File: config.mk
export PLATFORM = sky130hd
export DESIGN_NAME = lbus_cycle_seq
export DESIGN_NICKNAME = d
export VERILOG_FILES = /design/src/rtl/lbus_seq_pkg.sv /design/src/rtl/lbus_seq_fsm.sv /design/src/rtl/lbus_seq_lock.sv /design/src/rtl/lbus_seq_hold.sv /design/src/rtl/lbus_cycle_seq.sv
export SDC_FILE = /design/constraint.sdc
export NUM_CORES = 1
export LEC_CHECK = 0
export ABC_AREA = 1
export BUFFER_PORTS_ARGS = -buffer_cell sky130_fd_sc_hd__buf_2
export CORE_AREA = 2 2 73 75
export DETAILED_ROUTE_END_ITERATION = 12
export DIE_AREA = 0 0 75 77
export SKIP_CTS_REPAIR_TIMING = 1
export SLEW_MARGIN = 10
export SYNTH_ARGS = -nofsm -noshare
export SYNTH_HDL_FRONTEND = slang
export SYNTH_SLANG_ARGS = --single-unit
File: constraint.sdc
create_clock -name clk -period 1.4 [get_ports clk]
set_input_delay 0.07 -clock clk [delete_from_list [all_inputs] [get_ports clk]]
set_output_delay 0.07 -clock clk [all_outputs]
set_load 0.01 [all_outputs]
File: src/rtl/lbus_seq_pkg.sv
package lbus_seq_pkg;

    typedef enum logic [2:0] {
        ST_IDLE,
        ST_ISSUE,
        ST_DATA,
        ST_OVERLAP,
        ST_HOLD_NEXT
    } bus_state_e;

    typedef enum logic [1:0] {
        SRC_REQ,
        SRC_CUR,
        SRC_NXT
    } bus_src_e;

    typedef struct packed {
        logic wr;
        logic mem;
        logic narrow;
        logic last;
    } cyc_attr_t;

endpackage

File: src/rtl/lbus_seq_fsm.sv
module lbus_seq_fsm
    import lbus_seq_pkg::*;
(
    input  logic       clk,
    input  logic       rst_n,
    input  logic       go,
    input  logic       pipe_ok,
    input  logic       ready_n,
    input  logic       next_n,
    output bus_state_e state_o,
    output logic       issue,
    output logic       done,
    output bus_src_e   src,
    output logic       ld_cur_req,
    output logic       ld_nxt_req,
    output logic       ld_cur_nxt
);

    bus_state_e state_q, state_d;

    always_ff @(posedge clk or negedge rst_n) begin
        if (!rst_n) state_q <= ST_IDLE;
        else        state_q <= state_d;
    end

    always_comb begin
        state_d = state_q;
        unique case (state_q)
            ST_IDLE:      if (go) state_d = ST_ISSUE;
            ST_ISSUE:     state_d = ST_DATA;
            ST_DATA: begin
                if (!ready_n)                      state_d = go ? ST_ISSUE : ST_IDLE;
                else if (!next_n && pipe_ok && go) state_d = ST_OVERLAP;
            end
            ST_OVERLAP:   state_d = ready_n ? ST_HOLD_NEXT : ST_DATA;
            ST_HOLD_NEXT: if (!ready_n) state_d = ST_DATA;
            default:      state_d = ST_IDLE;
        endcase
    end

    always_comb begin
        issue      = 1'b0;
        done       = 1'b0;
        src        = SRC_CUR;
        ld_cur_req = 1'b0;
        ld_nxt_req = 1'b0;
        ld_cur_nxt = 1'b0;
        unique case (state_q)
            ST_IDLE: ;
            ST_ISSUE: begin
                issue      = 1'b1;
                src        = SRC_REQ;
                ld_cur_req = 1'b1;
            end
            ST_DATA: done = !ready_n;
            ST_OVERLAP: begin
                issue      = 1'b1;
                src        = SRC_REQ;
                done       = !ready_n;
                ld_cur_req = !ready_n;
                ld_nxt_req = ready_n;
            end
            ST_HOLD_NEXT: begin
                src        = SRC_NXT;
                done       = !ready_n;
                ld_cur_nxt = !ready_n;
            end
            default: ;
        endcase
    end

    assign state_o = state_q;

    // the issue clock is always followed by a data clock
    p_issue_then_data_r3: assert property (@(posedge clk) disable iff (!rst_n)
        (state_q == ST_ISSUE) |=> (state_q == ST_DATA));

    // a high ready with no early-address request keeps the cycle waiting
    p_wait_state_r4: assert property (@(posedge clk) disable iff (!rst_n)
        (state_q == ST_DATA && ready_n && next_n) |=> (state_q == ST_DATA));

    // a cycle ended with nothing permitted waiting returns to idle
    p_end_to_idle_r5: assert property (@(posedge clk) disable iff (!rst_n)
        (state_q == ST_DATA && !ready_n && !go) |=> (state_q == ST_IDLE));

    // no overlap out of an ineligible cycle
    p_no_overlap_r7: assert property (@(posedge clk) disable iff (!rst_n)
        (state_q == ST_DATA && !pipe_ok) |=> (state_q != ST_OVERLAP));

endmodule

File: src/rtl/lbus_seq_lock.sv
module lbus_seq_lock #(
    parameter int LOCK_LEN = 2
) (
    input  logic clk,
    input  logic rst_n,
    input  logic req_lock,
    input  logic issue,
    input  logic done,
    input  logic done_last,
    output logic permit,
    output logic last_in,
    output logic lock_out
);

    localparam int CW = $clog2(LOCK_LEN + 1);

    logic          lock_q;
    logic [CW-1:0] cnt_q;

    always_ff @(posedge clk or negedge rst_n) begin
        if (!rst_n) begin
            lock_q <= 1'b0;
            cnt_q  <= '0;
        end else if (done && done_last) begin
            lock_q <= 1'b0;
            cnt_q  <= '0;
        end else if (issue && req_lock) begin
            lock_q <= 1'b1;
            cnt_q  <= cnt_q + CW'(1);
        end
    end

    assign permit   = !lock_q || (req_lock && (cnt_q < CW'(LOCK_LEN)));
    assign last_in  = req_lock && (cnt_q == CW'(LOCK_LEN - 1));
    assign lock_out = lock_q || (issue && req_lock);

    // while the lock is held only locked requests are issued
    p_lock_blocks_r9: assert property (@(posedge clk) disable iff (!rst_n)
        (lock_q && issue) |-> req_lock);

    // no more cycles are issued in a group than its length
    p_group_bound_r8: assert property (@(posedge clk) disable iff (!rst_n)
        cnt_q <= CW'(LOCK_LEN));

endmodule

File: src/rtl/lbus_seq_hold.sv
module lbus_seq_hold
    import lbus_seq_pkg::*;
#(
    parameter int AW = 32
) (
    input  logic          clk,
    input  logic          rst_n,
    input  logic [AW-1:0] req_addr,
    input  cyc_attr_t     req_attr,
    input  bus_src_e      src,
    input  logic          ld_cur_req,
    input  logic          ld_nxt_req,
    input  logic          ld_cur_nxt,
    output logic [AW-1:0] out_addr,
    output logic          out_wr,
    output logic          out_mem,
    output logic          out_narrow,
    output logic          cur_pipe_ok,
    output logic          cur_last
);

    logic [AW-1:0] cur_addr_q, nxt_addr_q;
    cyc_attr_t     cur_attr_q, nxt_attr_q, sel_attr;

    always_ff @(posedge clk or negedge rst_n) begin
        if (!rst_n) begin
            cur_addr_q <= '0;
            cur_attr_q <= '0;
            nxt_addr_q <= '0;
            nxt_attr_q <= '0;
        end else begin
            if (ld_cur_req) begin
                cur_addr_q <= req_addr;
                cur_attr_q <= req_attr;
            end else if (ld_cur_nxt) begin
                cur_addr_q <= nxt_addr_q;
                cur_attr_q <= nxt_attr_q;
            end
            if (ld_nxt_req) begin
                nxt_addr_q <= req_addr;
                nxt_attr_q <= req_attr;
            end
        end
    end

    always_comb begin
        unique case (src)
            SRC_REQ: begin
                out_addr = req_addr;
                sel_attr = req_attr;
            end
            SRC_NXT: begin
                out_addr = nxt_addr_q;
                sel_attr = nxt_attr_q;
            end
            default: begin
                out_addr = cur_addr_q;
                sel_attr = cur_attr_q;
            end
        endcase
    end

    assign out_wr      = sel_attr.wr;
    assign out_mem     = sel_attr.mem;
    assign out_narrow  = sel_attr.narrow;
    assign cur_pipe_ok = cur_attr_q.mem && !cur_attr_q.narrow;
    assign cur_last    = cur_attr_q.last;

endmodule

File: src/rtl/lbus_cycle_seq.sv
module lbus_cycle_seq
    import lbus_seq_pkg::*;
#(
    parameter int AW       = 8,
    parameter int LOCK_LEN = 2
) (
    input  logic          clk,
    input  logic          rst_n,
    input  logic          req_valid,
    input  logic [AW-1:0] req_addr,
    input  logic          req_write,
    input  logic          req_mem,
    input  logic          req_narrow,
    input  logic          req_lock,
    output logic          req_accept,
    input  logic          ready_n,
    input  logic          next_n,
    output logic [AW-1:0] bus_addr,
    output logic          bus_write,
    output logic          bus_mem,
    output logic          bus_narrow,
    output logic          bus_strobe_n,
    output logic          bus_lock_n,
    output logic          cyc_done
);

    bus_state_e fsm_state;
    bus_src_e   src;
    cyc_attr_t  req_attr;
    logic       issue, done, permit, last_in, lock_out;
    logic       pipe_ok, cur_last;
    logic       ld_cur_req, ld_nxt_req, ld_cur_nxt;

    assign req_attr = '{wr: req_write, mem: req_mem, narrow: req_narrow, last: last_in};

    lbus_seq_fsm u_fsm (
        .clk        (clk),
        .rst_n      (rst_n),
        .go         (req_valid && permit),
        .pipe_ok    (pipe_ok),
        .ready_n    (ready_n),
        .next_n     (next_n),
        .state_o    (fsm_state),
        .issue      (issue),
        .done       (done),
        .src        (src),
        .ld_cur_req (ld_cur_req),
        .ld_nxt_req (ld_nxt_req),
        .ld_cur_nxt (ld_cur_nxt)
    );

    lbus_seq_lock #(.LOCK_LEN(LOCK_LEN)) u_lock (
        .clk       (clk),
        .rst_n     (rst_n),
        .req_lock  (req_lock),
        .issue     (issue),
        .done      (done),
        .done_last (cur_last),
        .permit    (permit),
        .last_in   (last_in),
        .lock_out  (lock_out)
    );

    lbus_seq_hold #(.AW(AW)) u_hold (
        .clk         (clk),
        .rst_n       (rst_n),
        .req_addr    (req_addr),
        .req_attr    (req_attr),
        .src         (src),
        .ld_cur_req  (ld_cur_req),
        .ld_nxt_req  (ld_nxt_req),
        .ld_cur_nxt  (ld_cur_nxt),
        .out_addr    (bus_addr),
        .out_wr      (bus_write),
        .out_mem     (bus_mem),
        .out_narrow  (bus_narrow),
        .cur_pipe_ok (pipe_ok),
        .cur_last    (cur_last)
    );

    assign req_accept   = issue;
    assign bus_strobe_n = !issue;
    assign bus_lock_n   = !lock_out;
    assign cyc_done     = done;

    // address holds across a wait state of a plain data clock
    p_addr_hold_r4: assert property (@(posedge clk) disable iff (!rst_n)
        (fsm_state == ST_DATA && ready_n && next_n) |=> $stable(bus_addr));

    // an early-issued address holds until the running cycle ends
    p_next_addr_hold_r6: assert property (@(posedge clk) disable iff (!rst_n)
        (fsm_state == ST_OVERLAP && ready_n) |=> $stable(bus_addr));

    // a strobe always comes with an accepted request
    p_strobe_valid_r2: assert property (@(posedge clk) disable iff (!rst_n)
        !bus_strobe_n |-> req_valid);

endmodule

After elaboration in Yosys (flattened, before gate mapping). Cells that the tools add are included.

$add $sub $neg: 1. Reduce and logical (&&, ||, !) cells: 23. $lt $le $gt $ge: 1. Muxes and demuxes: 23. Equality and inequality tests: 9.

Operator list (number): two-way mux 8 bit (2); case mux 8 bit (2 select lines) (1); two-way mux 3 bit (5); case mux 3 bit (5 select lines) (1); logical AND 1 bit (8); two-way mux 4 bit (2); case mux 4 bit (2 select lines) (1); two-way mux 1 bit (7); equality test 3 x 2 -> 1 bit (second input constant) (2); logical NOT 1 bit (6); two-way mux 2 bit (2); case mux 2 bit (2 select lines) (1); nonzero test 2 bit (2); equality test 3 x 1 -> 1 bit (second input constant) (1); equality test 3 bit (second input constant) (1); logical NOT 3 bit (1); inequality test 3 x 2 -> 1 bit (second input constant) (1); AND reduction 3 bit (1); OR reduction 3 bit (1); adder 2 x 1 -> 2 bit (second input constant) (1); equality test 2 x 1 -> 1 bit (second input constant) (1); equality test 2 bit (second input constant) (1); logical NOT 2 bit (1); logical OR 1 bit (2); 5 further kinds (5).

Flip-flop bits (word level): 30. Logic and storage cells: 70. Output and inout bits: 15. Input port bits: 17.

Depth between registers and ports, before layout.
Depth in word-level cells: 8. Depth in mapped cells: 8. Depth with buffers taken out: 7.

Modules after synthesis. A second synthesis with hierarchy kept.

Cells, all modules: 256. Area total of the unflattened synthesis: 1714.1 um^2.

By module, submodules not included: lbus_seq_hold (cells an instance 193, instances 1, area an instance 1301.2 um^2, sequential area each 600.6 um^2); lbus_seq_fsm (cells an instance 36, instances 1, area an instance 226.5 um^2, sequential area each 75.1 um^2); lbus_seq_lock (cells an instance 23, instances 1, area an instance 171.4 um^2, sequential area each 75.1 um^2); lbus_cycle_seq (cells an instance 4, instances 1, area an instance 15.0 um^2, sequential area each 0.0 um^2).

Least setup slack after synthesis. No wires, ideal clock.

Kind: register to register. Start point: register u_fsm.state_q[1] (netlist: u_fsm.state_o[1]). End point: register u_lock.cnt_q[0]. Buffers on the path: 0. Setup time: 0.114 ns. Required time: 1.286 ns. Period minus slack after synthesis: 1.307 ns. Cell stages (with the launch flop): 7. Path slack: 0.093 ns. Arrival time: 1.193 ns. Cell sequence: dfrtp_1 nor2_1 nand2_2 a21oi_1 nand2_1 nand3_1 inv_1.

Word-level cells in the longest chain between the ends: 5. Elaborated cells on any way between the ends: 12. Those cells by class: eq/ne (4); mux (3); reduce/logical (5).

Ends and longest elaborated chain: from (decl) (RTL line lbus_seq_fsm.sv:19) `bus_state_e state_q, state_d;`; from (signal assigned) (RTL line lbus_seq_fsm.sv:23) `else state_q <= state_d;`; equality test 3 x 2 -> 1 bit or equality test 3 bit (tied branches) (RTL line lbus_seq_fsm.sv:48) `unique case (state_q)`; OR reduction 3 bit (no source line) *; two-way mux 1 bit *; net cyc_done (RTL line lbus_cycle_seq.sv:24) `output logic cyc_done`; logical AND 1 bit * (RTL line lbus_seq_lock.sv:24) `end else if (done && done_last) begin`; two-way mux 2 bit or nonzero test 2 bit (tied branches); to (signal assigned) (RTL line lbus_seq_lock.sv:29) `cnt_q <= cnt_q + CW'(1);`; to (decl) (RTL line lbus_seq_lock.sv:18) `logic [CW-1:0] cnt_q;`.

Mark *: on every way through the listed nets, which the timed path passes. The rest lies on a longest branch. A chain may end at the register's enable or synchronous reset.

Final worst setup path.
Start point: register u_fsm.state_q[0] (netlist: u_fsm.state_o[0]). End point: output port bus_narrow.

Word-level cells in the longest chain between the ends: 5. Elaborated cells on any way between the ends: 8. Those cells by class: eq/ne (4); mux (2); reduce/logical (2).

Ends and longest elaborated chain: equality test 3 x 1 -> 1 bit or equality test 3 x 2 -> 1 bit (tied branches) (RTL line lbus_seq_fsm.sv:48); OR reduction 2 bit (no source line); case mux 2 bit (2 select lines) * (RTL line lbus_seq_fsm.sv:48); equality test 2 bit or logical NOT 2 bit (tied branches) (RTL line lbus_seq_hold.sv:47) `unique case (src)`; case mux 4 bit (2 select lines) * (RTL line lbus_seq_hold.sv:47); to (decl) (RTL line lbus_cycle_seq.sv:21) `output logic bus_narrow,`.

Every way passes the cells marked *; elsewhere a longest branch is shown, timed or not.

==> results.md <==
GRT:
- The number of antenna violations at the first check in global routing is 0.
- The overflow left after global routing is 0.
- The total routing resource utilization after global routing is 0.1434.
- The via count of the first global-routing pass is 1401.
- The first global-routing pass estimated 6.361 mm of wire.
- Entering global routing, the biggest net connects 31 pins.

Final layout:
- Measured on the finished design, the core utilization comes to 0.4696.
- The library cell used most frequently in the layout, excluding fill and tap cells, is nand2_1.
- Leaving out fill and tap cells, the most frequent cells in the layout are 58 x nand2_1, 33 x inv_1, 28 x buf_2, 28 x dfrtp_1, 20 x o21ai_0.
- In the final layout, the share of cells above drive strength 1 is 0.3923.
- The signed area change from the synthesized netlist to the final layout is 36.75%.
- The net count of the finished layout is 277.
- The antenna cell count is 0.

STA:
- Setup violations remaining at the end of the flow were counted as 13.
- Headroom to the max-slew limit came out at 0.7343.
- The final number of hold-violating endpoints was 0.
- Between clock sinks in the finished design, the worst skew comes to 0.01017 ns.
- Final hold analysis gives a worst-case slack of 0.07930 ns.
- The time the final worst path needs with I/O delays and setup is 1.563 ns.
- Static timing analysis puts the maximum clock frequency at 639.7 MHz.
- Setup repair after global routing could not meet its margin everywhere.
- For the pin with the worst max-slew slack, the measured transition is 0.3985 ns.
- Dividing the final minimum period by the clock period gives 1.117.
- Once routing completed, OpenROAD measured the worst setup slack at -0.1632 ns.
- The number of pins with negative max-slew slack in the final report was 0.

Placement:
- Detailed placement ended at an HPWL of 2.729 mm.
- At the end of routability-driven placement, the weighted congestion stood at 0.7721.
- Port buffering added 31 buffers.

Detailed routing:
- Across all layers, the routed design uses 1544 vias.
- The routed via count divided by cell count is 4.679.
- The starting DRC count in detailed routing is 94.
- In the final routed layout, each cell accounts on average for 12.36 um.
- The first TritonRoute pass finished after 5 iterations.
- The number of nets with antenna violations after detailed routing is 0.
- The wire length reported by the detailed router is 4.080 mm.
- The DRC violation count after routing is 0.

Floorplanning:
- Measured along the x axis, the die boundary spans 75 um.
- The die covers 0.005775 mm2.
- In this run the count of I/O pins placed on the die edge is 32.
- The number of placement rows is 26.
- The effective utilization at floorplan is 0.3434.
- The floorplan die height is 77 um.
- In this run the standard cell core region covers 0.004977 mm2.

Worst setup path:
- STA classifies the critical path endpoint as an output pin.
- The maximum cell stage delay along the critical path is 0.47 ns.
- In this run the worst path has a maximum fanout of 5.
- The critical path startpoint category is a flop.
- The slowest stage of the critical path is the dfrtp_2 cell.
- Walking the worst path, the cells encountered are nor2_4 > nand2_4 > nand2_4 > clkbuf_16 > o221ai_4 > buf_6.
- For the worst setup path, the data arrival time is 1.49 ns.
- The most numerous cell type found on the critical path is nand2_4.
- The worst setup path is of the reg -> out kind.
- The worst path required time is 1.33 ns.

Logic synthesis:
- The most instantiated flip-flop cell in the synthesis netlist is dfrtp_1.
- In this run, synthesis produced a sequential element count of 30.
- For this run, the number of Yosys warnings is 0.
- Yosys mapped a number of flops with a built-in enable equal to 0.
- The synthesized area per cell is 7.987 um2.
- The post-synthesis cell count is 214.
- The post-synthesis cell type count is 24.
- The portion of the post-synthesis area used by sequential elements is 0.4392.
- In the synthesized netlist the async set-or-reset flop fraction comes to 1.000.
- After synthesis the cells add up to 0.001709 mm2.
- The number of nets in the synthesized netlist is 232.

Worst hold path:
- The worst hold path belongs to the class in -> reg.

Power:
- VDD sags by at most 0.0007351 V.
- Power spread over the standard cell area amounts to 2228 mW/mm2.
- The leakage power total is 0.001153 uW.

Clock tree:
- The clock passes through at most 2 buffers.
- Counting the buffers created by CTS gives 5.
- The CTS H-tree depth is 2.
- The later-pin clock latency in the skew report is 0.29 ns.
- The CTS tree is built.
- The clock root buffer master is clkbuf_8.
- For this design, the sink count on the clock tree is 30.
- The clock transition at the registers of the reported paths is 0.07 ns.

Status:
- The checks that failed: negative setup slack.
- The flow ran to the end, but the final reports show violations.

Run:
- Max-cap violations in this run came to 0.
-- critical path: cells and delay by family (launching register included) --
kind / cells / cell delay (ns)
buf+inv: 2 / 0.29
simple gates: 3 / 0.35
compound gates: 1 / 0.10
flops: 1 / 0.47
-- final timing paths --
| check | cells past startpoint | end | slack (ns) | start |
|---|---|---|---|---|
| setup reg to reg | 8 | u_hold.cur_addr_q[4]$_DFFE_PN0P_ | 0.06 | u_fsm.state_o[0]$_DFFE_PN0P_ |
| max in group asynchronous | 3 | u_fsm.state_o[2]$_DFFE_PN0P_ | 0.75 | rst_n |
| hold reg to reg | 2 | u_hold.nxt_attr_q[0]$_DFFE_PN0P_ | 0.49 | u_hold.nxt_attr_q[0]$_DFFE_PN0P_ |
| min in group asynchronous | 3 | u_lock.lock_q$_DFFE_PN0P_ | 0.33 | rst_n |
| hold / removal | 3 | u_hold.nxt_attr_q[2]$_DFFE_PN0P_ | 0.08 | req_mem |
| setup / recovery | 6 | bus_narrow | -0.16 | u_fsm.state_o[0]$_DFFE_PN0P_ |
-- cells by family (layout without fill, tap and decap cells) --
logic type                 count (synthesis)  in the layout  synth area share
buffers and inverters                     46             92            0.1237
AOI/OAI and AO/OA                         53             53            0.2123
DFF                                       30             30            0.4392
adders and majority gates                  1              1          0.007319
and+or+nand+nor                           84             84            0.2174
-- per-layer routing --
layer,vias to the layer above,GRT usage,part of all wire,routed length (um)
li1,779,-,-,-
met3,7,0.04074,0.040,163
met2,27,0.2289,0.51,2077
met4,0,0.05357,0.018,72
met5,-,0,0,0
met1,731,0.1809,0.43,1766
-- cell usage after synthesis, types with 2 or more instances --
cell type / instances / area (um2)
a21oi_1: 3 / 15.01
dfrtp_1: 30 / 750.7
o21ai_0: 21 / 105.1
buf_2: 4 / 20.02
or2_2: 2 / 12.51
nand3_1: 2 / 10.01
o221ai_1: 11 / 96.34
nand2_1: 67 / 251.5
o21ai_2: 12 / 105.1
nand2_2: 3 / 18.77
buf_6: 3 / 33.78
inv_1: 36 / 135.1
nor2_1: 5 / 18.77
o21ai_1: 5 / 25.02
-- sequential cells by signal, indices dropped and copies added (netlist names) --
register / count
u_lock.lock_q: 1
u_lock.cnt_q: 2
u_hold.nxt_addr_q: 8
u_fsm.state_o: 3
u_hold.nxt_attr_q: 4
u_hold.cur_attr_q: 3
u_hold.cur_last: 1
u_hold.cur_addr_q: 8
-- power breakdown --
group,switching [uW],internal (uW),total [uW]
clock network,360,395,755
registers,257,1240,1500
logic,1590,1360,2950
total,2210,3000,5210
-- layout make-up --
cell class                      instances  area [um2]
Sequential cell                        30       753.2
Fill cell                             497        2640
Clock buffer                            6       82.58
Multi-Input combinational cell        138       894.6
Inverter                               37       143.9
Timing Repair Buffer                   47       362.8
Tap cell                               70       87.58
Clock inverter                          2       12.51
-- metrics by stage --
stage	std cells	setup TNS, ns	setup slack [ns]	cell area, um2	power, uW
global placement	317	0	0.07612	1999	3841
detailed placement	317	0	0.05170	1999	3888
finish	330	-1.752	-0.1632	2337	5207
CTS	325	-3.110	-0.2673	2095	4660
global route	330	-2.692	-0.2208	2337	5640
floorplan	214	0	0.09271	1709	3138
No activity file was read; power rests on OpenSTA's default activity.
